## src/rtl/flow_ctl.sv

```systemverilog
module flow_ctl #(
  parameter int W   = 16,
  parameter int SPW = 4
) (
  input  logic         clk,
  input  logic         rst_n,
  input  logic         issue,
  input  logic [15:0]  instr,
  input  logic [W-1:0] src_val,
  input  logic         flag_c,
  input  logic         flag_z,
  input  logic         flag_s,
  input  logic         flag_e,
  input  logic         ins_set,
  input  logic         lc_load,
  input  logic         lc_sel,
  output logic [W-1:0] ip,
  output logic [SPW-1:0] sp,
  output logic [W-1:0] tos,
  output logic [W-1:0] loop0,
  output logic [W-1:0] loop1,
  output logic         ins,
  output logic         bad_op,
  output logic         ovf_err,
  output logic         unf_err
);
  localparam int DEPTH = 1 << SPW;

  logic [W-1:0] stk [DEPTH];
  logic [SPW:0] live;
  logic         cond_ok;
  logic [W-1:0] ip_nx;

  wire       src_reg = instr[15];
  wire [2:0] cc      = instr[14:12];
  wire [3:0] grp     = instr[11:8];
  wire [7:0] lo      = instr[7:0];

  wire pop_src  = src_reg && lo[6:0] == 7'h0D;
  wire is_jfam  = grp == 4'hC;
  wire is_ret   = is_jfam && pop_src;
  wire is_jump  = is_jfam && !pop_src;
  wire is_push  = grp == 4'hD && cc == 3'b000;
  wire is_call  = grp == 4'hD && cc == 3'b011;
  wire is_djnz  = grp == 4'hD && cc[2:1] == 2'b10;
  wire is_pop   = pop_src && !is_jfam && grp != 4'hD;
  wire en_reg   = is_jfam && src_reg && cc[1:0] == 2'b11;

  assign bad_op = en_reg || (pop_src && (is_push || is_call || is_djnz));

  wire ok       = issue && !bad_op;
  wire do_push  = ok && (is_push || is_call);
  wire do_pop   = ok && (is_pop || (is_ret && cond_ok));

  wire [W-1:0]   ip_inc = ip + 1'b1;
  wire [W-1:0]   target = src_reg ? src_val : ip + {{(W-8){lo[7]}}, lo};
  wire [W-1:0]   lc_dec = (cc[0] ? loop1 : loop0) - 1'b1;
  wire [SPW-1:0] sp_up  = sp + 1'b1;
  wire [SPW-1:0] sp_dn  = sp - 1'b1;

  assign tos = stk[sp];

  always_comb begin
    case (cc)
      3'b000:  cond_ok = 1'b1;
      3'b010:  cond_ok = flag_c;
      3'b110:  cond_ok = !flag_c;
      3'b001:  cond_ok = flag_z;
      3'b101:  cond_ok = !flag_z;
      3'b011:  cond_ok = flag_e;
      3'b111:  cond_ok = !flag_e;
      default: cond_ok = flag_s;
    endcase
  end

  always_comb begin
    ip_nx = ip_inc;
    if (ok) begin
      if (is_ret && cond_ok)       ip_nx = stk[sp];
      else if (is_jump && cond_ok) ip_nx = target;
      else if (is_call)            ip_nx = target;
      else if (is_djnz && lc_dec != '0) ip_nx = target;
    end
  end

  always_ff @(posedge clk) begin
    if (do_push) stk[sp_up] <= is_call ? ip_inc : src_val;
  end

  always_ff @(posedge clk) begin
    if (!rst_n) begin
      ip      <= '0;
      sp      <= '0;
      live    <= '0;
      loop0   <= '0;
      loop1   <= '0;
      ins     <= 1'b0;
      ovf_err <= 1'b0;
      unf_err <= 1'b0;
    end else begin
      if (issue) ip <= ip_nx;
      if (do_push) begin
        sp <= sp_up;
        if (live == DEPTH[SPW:0]) ovf_err <= 1'b1;
        else live <= live + 1'b1;
      end
      if (do_pop) begin
        sp <= sp_dn;
        if (live == '0) unf_err <= 1'b1;
        else live <= live - 1'b1;
      end
      if (ok && is_djnz) begin
        if (cc[0]) loop1 <= lc_dec;
        else       loop0 <= lc_dec;
      end
      if (lc_load) begin
        if (lc_sel) loop1 <= src_val;
        else        loop0 <= src_val;
      end
      if (ins_set) ins <= 1'b1;
      else if (do_pop && is_ret && lo[7]) ins <= 1'b0;
    end
  end
endmodule


```

## config.mk

```make
export PLATFORM = sky130hd
export DESIGN_NAME = flow_ctl
export DESIGN_NICKNAME = d
export VERILOG_FILES = /design/src/rtl/flow_ctl.sv
export SDC_FILE = /design/constraint.sdc
export NUM_CORES = 1
export LEC_CHECK = 0
export ABC_CLOCK_PERIOD_IN_PS = 6600
export CAP_MARGIN = 20
export CORE_UTILIZATION = 59
export DETAILED_ROUTE_END_ITERATION = 6
export GPL_TIMING_DRIVEN = 0
export HOLD_SLACK_MARGIN = 0.02
export MAX_ROUTING_LAYER = met4
export PLACE_DENSITY = 0.8
export RECOVER_POWER = 25
export SLEW_MARGIN = 30
export SYNTH_ARGS = -nofsm -noshare
export SYNTH_HDL_FRONTEND = slang
export SYNTH_SLANG_ARGS = --single-unit
```

## constraint.sdc

```tcl
create_clock -name clk -period 6.6 [get_ports clk]
set_clock_uncertainty 0.05 [all_clocks]
set_input_delay 1.32 -clock clk [delete_from_list [all_inputs] [get_ports clk]]
set_output_delay 1.32 -clock clk [all_outputs]
set_load 0.01 [all_outputs]
```

# Word level (Yosys, flattened, before mapping)
# Memory sizes are Yosys's and may differ from the RTL's. A register that Yosys moved wholly into a read port is not among the register bits.
# Index checks and enable logic that the tools add are counted.
# word_totals
output_inout_bits	72
ram_bits	256
word_cells	95
register_bits	60
inputBits	42
memories	1
# mem_list
memory	depth	width	rd	rd_clocked_by_memory_dff	wr	line_no	text
stk	16	16	1	1	1	29	logic [W-1:0] stk [DEPTH];
# op_classes
addsub	7
mux	29
eq_ne	13
n_reduce_logical	37
# ops
op	n
$mux W16	16
$logic_and A1 B1 Y1	20
$mux W5	4
$add A16 B1 Y16 const B	1
$add A16 B16 Y16	1
$mux W4	4
$reduce_bool A16 Y1	1
$sub A16 B1 Y16 const B	1
$eq A3 B3 Y1 const B	3
$eq A4 B4 Y1 const B	2
$eq A7 B4 Y1 const B	1
$pmux W1 S7	1
$eq A3 B2 Y1 const B	2
$logic_not A1 Y1	6
$add A5 B1 Y5 const B	1
$eq A5 B5 Y1 const B	1
$logic_not A5 Y1	1
$sub A5 B1 Y5 const B	1
$add A4 B1 Y4 const B	1
$eq A2 B2 Y1 const B	2
$logic_or A1 B1 Y1	4
$mux W1	4
$ne A4 B4 Y1 const B	1
$reduce_and A2 Y1	2
other kinds (4)	5

# Longest topological paths before layout
# Gate-level depths: netlist (run 1).
# depth
ltp_word	13
depth_mapped	16

# Worst setup path before layout (run 1)
# No wires, ideal clock.
# synth_path
kind	in2reg
startpoint	in instr[12]
endpoint	reg ip[15]
setup_slack_ns	1.586
cell_stages	16
arrival_ns	4.840
t_required_ns	6.426
setup_ns	0.124
cell_sequence	buf_6 > clkbuf_1 > buf_1 > clkbuf_1 > mux2i_1 > ha_1 > inv_1 > a211oi_1 > a21oi_1 > or3b_2 > nand4_1 > o31a_1 > buf_6 > inv_1 > a221oi_1 > a21oi_1
# synth_between
elab_chain_cells	9
# synth_lines
element	line_no	text
start: declaration	8	input logic [15:0] instr,
$mux W16 (tied with other cells)	57	wire [W-1:0] lc_dec = (cc[0] ? loop1 : loop0) - 1'b1;
$sub A16 B1 Y16 (tied with other cells)	57	
$reduce_bool A16 Y1 or $logic_or A1 B1 Y1 (tied branches)	82, 49	
$logic_and A1 B1 Y1 or $logic_or A1 B1 Y1 (tied branches)	82, 49	
$mux W16 or $logic_and A1 B1 Y1 (tied branches)	82, 49	
$mux W16 or $logic_or A1 B1 Y1 (tied branches)	81, 49	
$mux W16 or $logic_not A1 Y1 (tied branches)	80, 51	
$mux W16 or $logic_and A1 B1 Y1 (tied branches)	79, 51	
$mux W16 *	78	if (ok) begin
end signal: assignment	101	if (issue) ip <= ip_nx;
end: declaration	17	output logic [W-1:0] ip,
# Every way passes the cells marked *; elsewhere a longest branch is shown, timed or not.
# A chain may end at the register's enable or synchronous reset.

# Worst setup path in the final report (run 1)
# layout_path
startpoint	in instr[12]
endpoint	reg ip[4]
# The elaborated chain is that of the path after synthesis.

==> metrics.md, run 1 <==
| Metric | Value |
|---|---|
| Clock Path Buffers | 3 |
| Switching power | 1.05 mW |
| Slew headroom | -0.339 |
| Number of global-route vias before repair | 10900 |
| Register area share after synthesis | 0.588 |
| Die Y | 163 um |
| Synthesis-stage register bit count | 320 |
| Main combinational cell family by area after synthesis | multiplexers |
| Die width | 163 um |
| Initial antenna violation count | 0 |
| Post-CTS Setup Bufs | 0 |
| Mapped Nets | 1224 |
| Clock power share | 0.399 |
| Io pins | 114 |
| Status | complete, but fails checks |
| Leak pwr | 5.96 nW |
| H-tree depth | 1 |
| Reg area | 8970 sq um |
| Std cell rows | 58 |
| Slew @ Worst Pin | 2.00 ns |
| Area leader, netlist | edfxtp_1 |
| Post-synthesis adder-cell area fraction | 0.0226 |
| Total wire length | 45.6 mm |
| Critical path type | input port to flip-flop |
| Drt initial violations | 1312 |
| Post-CTS resize count | 0 |
| Flop pwr share | 0.512 |
| Yosys top cell area share | 0.504 |
| Comb pwr share | 0.089 |
| Switching part of the total power | 0.241 |
| Power consumption | 4.36 mW |
| Final period util | 0.957 |
| Max Cap Viol | 6 |
| Clk_lat worst skew | 0.58 ns |
| GPL Wtd Cong | 0.961 |
| Starting Density | 0.604 |
| Via count | 11200 |
| Commonest register cell after synthesis | edfxtp_1 |
| Critical-path maximum fanout | 10 |
| Failing checks | capacitance limit, slew limit |
| ANT cells | 0 |
| Post-Synthesis Cells | 1155 |
| Nets | 1384 |
| First-pass GRT wire length | 67.5 mm |
| RSZ-0062 raised after global routing | false |
| Crit. End Element | flip-flop |
| Clock slew at reported path FFs | 0.06 ns |
| Max frequency | 158 MHz |
| Setup ws final | 0.285 ns |
| Clk sinks | 320 |
| Pre-antenna DRT Iters | 7 |
| Hold Fails Final Rpt | 0 |
| Async set-reset flop share out of synthesis | 0 |
| Crit path DAT | 6.76 ns |
| DR WL/cell | 27.3 um |
| GR Overflow Total | 0 |
| EDFF count, synth | 256 |
| Count of pins over their slew limit | 85 |
| CP Launch Type | input port |
| Compound-Gate Fraction of Synth Area | 0.0985 |
| Core ar. | 25300 sq um |
| Synth Cell Area | 15200 sq um |
| Port Buf Inserts | 111 |
| CTS buffer count | 31 |
| Post-place setup slack | -0.309 ns |
| Simple-Gate Fraction of Synth Area | 0.105 |
| Layout fillers | 1700 |
| Xor-xnor portion of the synthesized cell area | 0.0287 |
| Worst Path Required | 7.04 ns |
| Tot GR Track Use | 0.361 |
| # setup viols final | 0 |
| Detailed Place HPWL | 30.6 mm |
| Internal | 3.31 mW |
| Die area | 26500 sq um |
| CTS root buf | clkbuf_16 |
| Hold Slack | 0.408 ns |
| Area of the multi-input gates | 5990 sq um |
| Peak supply drop | 0.000300 V |
| Hold WC Path Type | flip-flop to flip-flop |
| Post-synthesis mux area share | 0.132 |
| Ranking of synthesized cells by area | edfxtp_1 (50%), mux4_2 (12%), dfxtp_1 (8.4%) |
| Area delta synth->final | 17.8% |
| CTS tree | done |
| DRC errors left | 0 |
| Post-route ant nets | 0 |
| CTS hold repair buffers | 0 |
| PwrDens | 243 nW/um^2 |
| Synth warnings | 0 |
| Largest net degree at the start of global routing | 17 |
| Yosys cell types | 71 |
| Final Critical Period | 6.31 ns |
| Synth Area per Inst | 13.2 sq um |
| Routed vias/inst | 6.73 |
| Share of layout cells above drive strength 1 | 0.136 |
[worst paths after layout]
path                         from                    to  slack [ns]  depth (start not counted)
max                     instr[12]    ip[4]$_SDFFE_PN0P_        0.29                         17
min reg2reg  ovf_err$_SDFFE_PN0P_  ovf_err$_SDFFE_PN0P_        0.41                          1
min          ovf_err$_SDFFE_PN0P_  ovf_err$_SDFFE_PN0P_        0.41                          1
max reg2reg    sp[1]$_SDFFE_PN0N_   stk[4][6]$_DFFE_PP_        2.92                          6
[power by group through the flow]
stage	Sequential [mW]	Clock [mW]	Combinational (mW)
finish	2.24	1.74	0.386
global route	2.24	1.80	0.418
CTS	2.23	1.74	0.386
detailed placement	2.28	0	0.382
global placement	2.28	0	0.373
floorplan	2.27	0	0.220
[cells in the final DEF (no fill, tap or decap), types with 9 or more instances in the layout]
cell type | synthesis | final
buf_4 | 0 | 15
clkbuf_16 | 0 | 31
dfxtp_1 | 64 | 64
nor3_1 | 37 | 37
nand2b_1 | 14 | 14
a31oi_1 | 14 | 13
nand3_1 | 25 | 25
dlygate4sd3_1 | 0 | 59
inv_1 | 29 | 29
ha_1 | 26 | 26
or3_1 | 14 | 14
edfxtp_1 | 256 | 256
o21ai_0 | 29 | 29
o211ai_1 | 15 | 15
a211oi_1 | 26 | 25
clkdlybuf4s50_1 | 0 | 52
mux2i_1 | 15 | 15
nor2_1 | 120 | 112
mux4_2 | 80 | 80
nand2_1 | 65 | 65
clkbuf_1 | 53 | 60
a21oi_1 | 74 | 65
a21oi_2 | 0 | 9
xor2_1 | 21 | 21
xnor2_1 | 29 | 29
[cell type report]
cell class | instances | share of cell area
flip-flops and latches | 320 | 0.499
multi-input cells | 740 | 0.334
repair buffers | 127 | 0.0688
clock buffers | 40 | 0.0456
well taps | 330 | 0.0230
plain buffers | 66 | 0.0152
clock inverters | 17 | 0.00836
inverters | 29 | 0.00606
[per-stage QoR]
stage	instance area (sq um)	setup TNS, ns	std cells	utilization
CTS	18000	0	1669	0.713
floorplan	15200	0	1155	-
global placement	16800	-7.49	1596	0.664
detailed placement	17000	-2.50	1612	0.675
global route	18000	0	1669	0.711
finish	18000	0	1669	0.711
[flip-flops by register name (all words and copies together) (netlist names), named ones only]
name     flops
ovf_err      1
live         5
ip          16
sp           4
unf_err      1
loop1       16
loop0       16
ins          1
stk        256
[layer usage]
metal | share of wire | global-route usage | up-vias | wire length [um]
met5 | 0 | - | - | 0
met4 | 0.053 | 0.180 | 0 | 2430
met3 | 0.086 | 0.0537 | 173 | 3940
met2 | 0.49 | 0.575 | 713 | 22200
met1 | 0.37 | 0.454 | 5527 | 17000
li1 | - | - | 4817 | -
[worst max-delay path: stages]
cell	delay, ns
clkdlybuf4s50_1	0.66
buf_6	0.20
clkbuf_1	0.52
clkbuf_1	0.53
clkbuf_1	0.49
mux2i_1	0.31
ha_1	0.29
inv_1	0.12
a211o_1	0.37
or3_1	0.39
a221oi_1	0.29
nand4_1	0.19
o31a_1	0.44
buf_6	0.21
mux2i_1	0.15
nor3_1	0.06
nor3_1	0.22
[logic make-up (layout without fill, tap and decap cells)]
| family | count (synthesis) | in the layout |
|---|---|---|
| buffers and inverters | 95 | 279 |
| AOI/OAI and AO/OA | 228 | 228 |
| xor gates and xnor gates | 50 | 50 |
| muxes | 101 | 101 |
| adders and majority gates | 27 | 27 |
| and+or+nand+nor | 334 | 334 |
| DFF | 320 | 320 |
[cell usage after synthesis, drive strengths merged (7+ instances only)]
| library cell | count |
|---|---|
| ha | 26 |
| a21o | 7 |
| nor2 | 120 |
| or3 | 14 |
| dfxtp | 64 |
| buf | 13 |
| nand2b | 14 |
| o221ai | 7 |
| clkbuf | 53 |
| xor2 | 21 |
| nor2b | 8 |
| a211oi | 26 |
| o21ai | 31 |
| a21oi | 74 |
| edfxtp | 256 |
| xnor2 | 29 |
| and3 | 7 |
| a31oi | 14 |
| nand3 | 25 |
| inv | 29 |
| o211ai | 15 |
| mux2i | 15 |
| nor3 | 37 |
| mux4 | 80 |
| nand2 | 65 |
| nand4 | 8 |
No activity file was read; power rests on OpenSTA's default activity.
==> run 2, diff against run 1 <==
SLEW_MARGIN = default   (was 30)
==> metrics.md, run 2 (synthesis results as in run 1) <==
| Metric | Value |
|---|---|
| Largest reg by FF count | stk |
| First-pass GRT wire length | 72.4 mm |
| Die area | 26500 sq um |
| Port Buf Inserts | 111 |
| Clk_lat worst skew | 0.59 ns |
| Pre-antenna DRT Iters | 5 |
| GPL Wtd Cong | 0.961 |
| Most frequent cells in the layout | edfxtp_1 (256), nor2_1 (120), mux4_2 (80) |
| CTS hold repair buffers | 0 |
| Post-CTS resize count | 0 |
| Nets | 1399 |
| Slew @ Worst Pin | 1.21 ns |
| CTS buffer count | 31 |
| Number of global-route vias before repair | 11400 |
| Cell family with most CP delay | buffers and inverters |
| Hold Fails Final Rpt | 0 |
| CP Cell Sequence | clkbuf_1, clkbuf_1, clkbuf_1, mux4_2, mux4_2, clkdlybuf4s50_1 |
| Area delta synth->final | 20.7% |
| Detailed Place HPWL | 31.5 mm |
| Final Instance Area | 18400 sq um |
| Largest net degree at the start of global routing | 17 |
| Critical-path maximum fanout | 10 |
| Layout fillers | 1593 |
| Std cell rows | 58 |
| CP Launch Type | flip-flop |
| Leak pwr | 6.14 nW |
| Max frequency | 160 MHz |
| Worst Path Required | 5.23 ns |
| Clk sinks | 320 |
| DR WL/cell | 29.5 um |
| Max reg flops | 256 |
| Routed vias/inst | 6.89 |
| Post-CTS Setup Bufs | 0 |
| Die Y | 163 um |
| Min-delay src | ovf_err$_SDFFE_PN0P_ |
| Io pins | 114 |
| Die width | 163 um |
| ANT cells | 0 |
| Core ar. | 25300 sq um |
| Final Critical Period | 6.26 ns |
| Crit. End Element | primary output |
| Starting Density | 0.604 |
| Power consumption | 4.80 mW |
| Share of layout cells above drive strength 1 | 0.137 |
| Peak supply drop | 0.000330 V |
| Final period util | 0.948 |
| Crit path DAT | 4.89 ns |
| CTS tree | done |
| Buf/Inv on CP | 4 |
| Status | finished clean |
| Max Cap Viol | 0 |
| H-tree depth | 1 |
| Slew headroom | 0.191 |
| Critical Path Max Stage Delay | 0.87 ns |
| Reg area | 8970 sq um |
| Tot GR Track Use | 0.392 |
| Count of pins over their slew limit | 0 |
| PwrDens | 261 nW/um^2 |
| Clock Path Buffers | 3 |
| CTS root buf | clkbuf_16 |
| Hold WC Path Type | flip-flop to flip-flop |
| DRC errors left | 0 |
| Post-route ant nets | 0 |
| GR Overflow Total | 0 |
| Most common cell after layout, fill and taps aside | edfxtp_1 |
| Post-DP Area | 17100 sq um |
| Via count | 11600 |
| # setup viols final | 0 |
| Area of the multi-input gates | 5960 sq um |
| RSZ-0062 raised after global routing | false |
| Hold Slack | 0.408 ns |
| Clock slew at reported path FFs | 0.06 ns |
| Critical path type | flip-flop to primary output |
| Crit path max-delay cell type | clkbuf_1 |
| Initial antenna violation count | 0 |
| Most Frequent Cell on Critical Path | clkbuf_1 |
| Total wire length | 49.6 mm |
| Drt initial violations | 1617 |
-- run 2: changes by cell type in the layout (fill, tap and decap cells not counted), moves of 5 or more --
cell       change
clkbuf_2       -6
nor2_1         +8
buf_4          -7
clkinv_2       -5
nor3_2         +8
buf_6          +5
a21oi_2        -9
buf_8         +13
a21oi_1        +9
bufinv_16     +10
nor3_1         -8
-- run 2: where the power goes --
| part | internal [mW] | leakage (nW) | switching (mW) |
|---|---|---|---|
| sequential | 2.20 | 2.83 | 0.0382 |
| combinational | 0.163 | 2.73 | 0.233 |
| clock | 1.34 | 0.588 | 0.832 |
| total | 3.69 | 6.14 | 1.10 |
-- run 2: final cells by class --
type / instances / area share
sequential: 320 / 0.487
multi-input combinational: 740 / 0.324
timing repair buffer: 142 / 0.0794
clock buffer: 34 / 0.0428
clock inverter: 24 / 0.0241
tap: 330 / 0.0224
buffer: 66 / 0.0143
inverter: 29 / 0.00592
-- run 2: per-layer routing --
layer / part of all wire / GRT usage / vias to the layer above
li1: - / - / 4838
met1: 0.35 / 0.468 / 5718
met2: 0.49 / 0.639 / 839
met3: 0.092 / 0.0576 / 220
met4: 0.065 / 0.227 / 0
met5: 0 / - / -
-- run 2: through the flow --
stage | cells | setup WS (ns) | utilization | setup TNS, ns
final | 1685 | 0.344 | 0.729 | 0
after global routing | 1685 | 0.0671 | 0.729 | 0
after CTS | 1676 | 0.311 | 0.726 | 0
after detailed placement | 1618 | -0.311 | 0.677 | -2.80
after global placement | 1596 | -0.369 | 0.664 | -7.49
after floorplan | 1155 | 1.59 | - | 0
-- run 2: path summary, 6_finish.rpt --
kind,to,slack [ns],cells past startpoint
setup / recovery,tos[10],0.34,6
hold / removal,ovf_err$_SDFFE_PN0P_,0.41,1
setup reg to reg,ip[10]$_SDFFE_PN0P_,2.38,7
hold reg to reg,ovf_err$_SDFFE_PN0P_,0.41,1
